[src/rtl/pm_sleep_pkg.sv]
// Package: shared state encoding for the sleep controller.
// Assumes: two state bits are enough; the encoding is not visible at the ports.
package pm_sleep_pkg;
    typedef enum logic [1:0] {
        PM_RUN   = 2'd0,
        PM_ARMED = 2'd1,
        PM_SLEEP = 2'd2,
        PM_WAKE  = 2'd3
    } pm_state_e;
endpackage

[src/rtl/pm_idle_qual.sv]
// Idle qualifier: reports that the engine has been not-busy for HOLD
// consecutive clock edges. HOLD of 0 passes the live not-busy level through.
// Assumes: busy_i is synchronous to clk.
module pm_idle_qual #(
    parameter int HOLD = 2
) (
    input  logic clk,
    input  logic rst_n,
    input  logic busy_i,
    output logic idle_ok_o
);
    generate
        if (HOLD == 0) begin : g_direct
            // No history required: idle is the current not-busy level.
            assign idle_ok_o = ~busy_i;
        end else begin : g_count
            localparam int CW = $clog2(HOLD + 1);
            localparam logic [CW-1:0] SAT = CW'(HOLD);
            logic [CW-1:0] run_q;

            // Count consecutive idle edges, saturating, restarting on busy.
            always_ff @(posedge clk) begin
                if (!rst_n)         run_q <= '0;
                else if (busy_i)    run_q <= '0;
                else if (run_q != SAT) run_q <= run_q + 1'b1;
            end

            assign idle_ok_o = (run_q == SAT);
        end
    endgenerate
endmodule

[src/rtl/pm_sleep_fsm.sv]
// Sleep state machine: arms on an accepted request, sleeps when idle is
// qualified, and wakes through a one-cycle overlap state.
// Assumes: idle_ok_i is registered history and busy_i is the live level;
// wakeup has priority over sleep entry while armed.
module pm_sleep_fsm
    import pm_sleep_pkg::*;
(
    input  logic      clk,
    input  logic      rst_n,
    input  logic      sleep_en_i,
    input  logic      enter_req_i,
    input  logic      busy_i,
    input  logic      wake_sel_i,
    input  logic      idle_ok_i,
    output pm_state_e state_o
);
    pm_state_e cur_q, nxt;

    // Next-state selection.
    always_comb begin
        nxt = cur_q;
        unique case (cur_q)
            PM_RUN:   if (enter_req_i && sleep_en_i) nxt = PM_ARMED;
            PM_ARMED: begin
                if (wake_sel_i || !sleep_en_i)   nxt = PM_RUN;
                else if (idle_ok_i && !busy_i)   nxt = PM_SLEEP;
            end
            PM_SLEEP: if (wake_sel_i) nxt = PM_WAKE;
            PM_WAKE:  nxt = PM_RUN;
            default:  nxt = PM_RUN;
        endcase
    end

    // State register.
    always_ff @(posedge clk) begin
        if (!rst_n) cur_q <= PM_RUN;
        else        cur_q <= nxt;
    end

    assign state_o = cur_q;
endmodule

[src/rtl/pm_sleep_ctrl.sv]
// Top: clock-enable and sleep-flag controller for a gated subsystem.
// Assumes: it sits on the ungated clock; the gating cell and the register
// decode that produce sleep_en_i / enter_req_i live outside.
module pm_sleep_ctrl
    import pm_sleep_pkg::*;
#(
    parameter int IDLE_HOLD = 2
) (
    input  logic clk,
    input  logic rst_n,
    input  logic sleep_en_i,
    input  logic enter_req_i,
    input  logic busy_i,
    input  logic wake_sel_i,
    output logic clk_en_o,
    output logic sleep_o
);
    logic      idle_ok;
    pm_state_e state;

    pm_idle_qual #(.HOLD(IDLE_HOLD)) u_idle (
        .clk       (clk),
        .rst_n     (rst_n),
        .busy_i    (busy_i),
        .idle_ok_o (idle_ok)
    );

    pm_sleep_fsm u_fsm (
        .clk         (clk),
        .rst_n       (rst_n),
        .sleep_en_i  (sleep_en_i),
        .enter_req_i (enter_req_i),
        .busy_i      (busy_i),
        .wake_sel_i  (wake_sel_i),
        .idle_ok_i   (idle_ok),
        .state_o     (state)
    );

    // Output decode straight from the state register (glitch-free enables).
    assign clk_en_o = (state != PM_SLEEP);
    assign sleep_o  = (state == PM_SLEEP) || (state == PM_WAKE);
endmodule

[config.mk]
export PLATFORM = sky130hd
export DESIGN_NAME = pm_sleep_ctrl
export DESIGN_NICKNAME = d
export VERILOG_FILES = /design/src/rtl/pm_sleep_pkg.sv /design/src/rtl/pm_idle_qual.sv /design/src/rtl/pm_sleep_fsm.sv /design/src/rtl/pm_sleep_ctrl.sv
export SDC_FILE = /design/constraint.sdc
export NUM_CORES = 1
export LEC_CHECK = 0
export ABC_AREA = 1
export BUFFER_PORTS_ARGS = -buffer_cell sky130_fd_sc_hd__buf_2
export CAP_MARGIN = 20
export CELL_PAD_IN_SITES_DETAIL_PLACEMENT = 1
export CELL_PAD_IN_SITES_GLOBAL_PLACEMENT = 1
export CORE_AREA = 2 2 39 41
export DETAILED_ROUTE_END_ITERATION = 12
export DIE_AREA = 0 0 41 43
export HOLD_SLACK_MARGIN = 0.05
export PLACE_DENSITY_LB_ADDON = 0.12
export SLEW_MARGIN = 5
export SYNTH_ARGS = -nofsm -noshare
export SYNTH_HDL_FRONTEND = slang
export SYNTH_HIERARCHICAL = 1
export SYNTH_SLANG_ARGS = --single-unit
[constraint.sdc]
create_clock -name clk -period 2.4 [get_ports clk]
set_clock_uncertainty 0.15 [all_clocks]
set_input_delay 0.12 -clock clk [delete_from_list [all_inputs] [get_ports clk]]
set_output_delay 0.12 -clock clk [all_outputs]
set_load 0.02 [all_outputs]
**After elaboration in Yosys (flattened, before gate mapping)**

Cells that the tools add are included.

- Add/subtract/negate cells: 1
- Equal/unequal tests: 9
- Mux-type cells: 5
- Bitwise gates (word level): 1
- Reduce and logical (&&, ||, !) cells: 9

Operators with widths:

| cell | number |
|---|---|
| 2-bit 2-to-1 mux | 4 |
| 2-bit case mux with 4 select lines | 1 |
| 2-bit == test, second input constant | 3 |
| 2-bit != test, second input constant | 3 |
| 3-bit by 1-bit != test with 1-bit output, second input constant | 1 |
| 3-bit AND reduction | 1 |
| 2-bit by 1-bit adder with 2-bit output, second input constant | 1 |
| 2-bit by 1-bit == test with 1-bit output, second input constant | 1 |
| 1-bit logical AND | 2 |
| 1-bit logical NOT | 2 |
| 2-bit logical NOT | 1 |
| 1-bit logical OR | 2 |
| 2-bit by 1-bit != test with 1-bit output, second input constant | 1 |
| 2-bit OR reduction | 1 |
| 1-bit NOT | 1 |

- Bits in registers: 4
- Input bits: 6
- Output and inout port bits: 2

**Logic depth before layout (Yosys ltp)**

- Depth in word-level cells: 5
- Gate-level depth with buffers: 7

**Modules after synthesis**

The synthesis kept the hierarchy.

By module, submodules not included:

| module | instances | cells an instance | area an instance (µm²) | sequential area each (µm²) |
|---|---|---|---|---|
| pm_sleep_fsm | 1 | 19 | 118.9 | 40.0 |
| pm_idle_qual | 1 | 15 | 116.4 | 40.0 |
| pm_sleep_ctrl | 1 | 3 | 11.3 | 0.0 |

**Least setup slack after synthesis**

No wires, ideal clock.

- Path kind: register to register
- Start point: register u_idle.g_count.run_q[0]
- End point: register u_fsm.cur_q[0], in the netlist u_fsm/state_o[0]
- Data arrival time: 0.841 ns
- Data required time: 2.188 ns
- Setup slack: 1.347 ns
- Cell stages (with the launch flop): 8
- Period minus slack after synthesis: 1.053 ns
- Cell sequence: dfxtp_1 > inv_2 > ha_1 > nand2_1 > nand3_1 > nand2_1 > nand2_1 > nor2_2

- Cells in the longest elaborated chain, start to end: 4

Ends and longest elaborated chain:

| what | RTL line | source |
|---|---|---|
| start: declaration | pm_idle_qual.sv:19 | `logic [CW-1:0] run_q;` |
| start signal: assignment | pm_idle_qual.sv:25 | `else if (run_q != SAT) run_q <= run_q + 1'b1;` |
| 2-bit == test | pm_idle_qual.sv:28 | `assign idle_ok_o = (run_q == SAT);` |
| via idle_ok | pm_sleep_ctrl.sv:18 | `logic idle_ok;` |
| 1-bit logical AND | pm_sleep_fsm.sv:26 | `else if (idle_ok_i && !busy_i) nxt = PM_SLEEP;` |
| 3-bit by 1-bit != test with 1-bit output (no source line) | n/a |  |
| 3-bit AND reduction (no source line) | n/a |  |
| end signal: assignment | pm_sleep_fsm.sv:37 | `else cur_q <= nxt;` |
| end: declaration | pm_sleep_fsm.sv:17 | `pm_state_e cur_q, nxt;` |

The timed path passes the listed nets, and every way through them passes these cells.
A chain may end at the register's enable or synchronous reset.

**Worst setup path after layout**

Ends and elaborated chain as after synthesis.

==> out/results.ini <==
[worst_setup_path]
crit_path_start=u_idle/g_count.run_q[0]
path_common_cell=nand2_1
r2r_start=u_idle/g_count.run_q[0]
cp_num_buf_inv=2
crit_family=buffers and inverters
start_kind=flop
cp_slowest_cell=dlygate4sd3_1
cp-end-kind=flop
path_class=flop to flop
required_ns=2.42
cp_data_arrival_time_ns=1.69
max_stage_delay_ns=0.54
path_cells=inv_2 -> ha_1 -> nand2_1 -> nand3_1 -> nand2_1 -> nand2_1 -> nor2_2 -> dlygate4sd3_1
cp_max_fo=3

[routing]
ant_nets=0
wl_met1_um=220
drc_errors=0
vias=251
via_per_inst=3.86
wl_um=553
drt_iter0_markers=1
wl_per_cell_um=8.51
met3_length_um=16
topRoutingLayerUsed=met3
met2_length_um=316
drt-pass1-iter-count=2

[placement]
gp_congestion=0.586
dp_hpwl_um=473
dp_cells=59
dpl_worst_slack_ns=1.28
port_buffers=7

[sta]
rsz0062_at_grt=no
tns_ns=0
fmax_mhz=598
fin_ws_ns=0.727
post-route-period-util_pct=69.7
worst_pin_slew_ns=0.191
slew_headroom_pct=87.2
setup_viol=0
final-hold-violation-count=0
min_period_ns=1.67
slew_viol_final=0

[logic_synthesis]
syn_area_um2=246
synthCells=37
ys_warn_count=6
yosys_register_bits=4
avgSynthCellArea_um2=6.66
ys_seq_area_share_pct=32.5
syn_nets=45
synth.distinct_cells=11

[final_layout]
final_cell_mix=nand2_1 (12), inv_1 (7), buf_2 (7), dfxtp_1 (4)
syn_to_final_growth_pct=42.1
nets=59
diodes=0
multiInputGateArea_um2=129
final_common_cell=nand2_1
seq_area_um2=80.1
fill_cells=191
layout.cells.non_filler=65
drive_gt1_share_pct=34.7

[power]
power_density_mw_per_mm2=512
ir_drop_mv=0.152
p_leak_nw=0.181

[floorplanning]
pin_count=8
placeableCoreArea_mm2=0.00138
die_w_um=41
die_h_um=43
rows=14
dieArea_mm2=0.00176
initial_core_util_pct=17.8

[cts]
clk_pin_slew_ns=0.04
cts_buffers=3
clkSinkCount=4
clockRootBuffer=clkbuf_4
cts_tree=built
clk-insertion-delay-late_ns=0.23
cts_buffer_depth=2
ctsHtreeMaxLevel=1
post_cts_resized=0

[min_path]
min_path_type=primary input to flop
min_from=busy_i

[global_route]
grt_pass1_vias=245
grt_antenna_before_repair=0
track_usage_pct=7.23
grt_overflow=0
grt_max_degree=6
grt_pass1_wl_um=848

[job]
cap_violations=0

[run_status]
run_status=completed

## power by group
group	switching (mW)	internal, mW
sequential	0.00234	0.0700
combinational	0.0139	0.0133
clock	0.0242	0.0557
## path summary, 6_finish.rpt
path	to	slack [ns]	cells past startpoint
min	u_idle/g_count.run_q[0]	0.05	4
max reg2reg	u_fsm/state_o[0]	0.73	8
max	u_fsm/state_o[0]	0.73	8
min reg2reg	u_idle/g_count.run_q[0]	0.34	2
## Yosys cell counts, drive strengths merged
library cell	count	area, µm²
inv	9	33.8
a21boi	1	7.51
nand2	12	45.0
dfxtp	4	80.1
nor2	3	18.8
nand3	2	10.0
clkbuf	1	3.75
ha	2	25.0
a21oi	3	22.5
## per-stage QoR
stage / hold slack, ns / power, mW / area [µm²] / util [%]
2_1_floorplan: 0.105 / 0.0884 / 246 / -
5_1_grt: 0.0706 / 0.192 / 350 / 25.3
3_5_place_dp: 0.240 / 0.0970 / 298 / 21.5
3_3_place_gp: 0.244 / 0.0955 / 298 / 21.5
6_report: 0.0509 / 0.179 / 350 / 25.3
4_1_cts: 0.0505 / 0.186 / 350 / 25.3
## logic make-up after synthesis
logic type / Yosys count / share of synthesized area [%]
and+or+nand+nor: 17 / 29.9
buffers and inverters: 10 / 15.2
AOI/OAI and AO/OA: 4 / 12.2
DFF: 4 / 32.5
adders and majority gates: 2 / 10.2
## layout make-up
class / instances / area share [%]
Multi-Input combinational cell: 23 / 36.8
Sequential cell: 4 / 22.9
Timing Repair Buffer: 10 / 18.6
Inverter: 9 / 9.64
Clock buffer: 3 / 6.43
Tap cell: 16 / 5.71
## repair_timing
action                                 in CTS  in global routing
setup buffers                               0                  0
hold buffers                                3                  0
endpoints found under the hold margin       2                  0
## worst register-to-register path: stages, from the launching register on
cell and delay, ns:
dfxtp_1 0.33, inv_2 0.06, ha_1 0.18, nand2_1 0.08
nand3_1 0.08, nand2_1 0.06, nand2_1 0.06, nor2_2 0.07
dlygate4sd3_1 0.54
## layer usage
metal / up-vias / global-route usage [%]
met2: 4 / 12.8
met1: 113 / 6.11
li1: 134 / -
met4: 0 / 6.00
met3: 0 / 1.57
met5: - / 0
(Power assumes the default switching activity.)
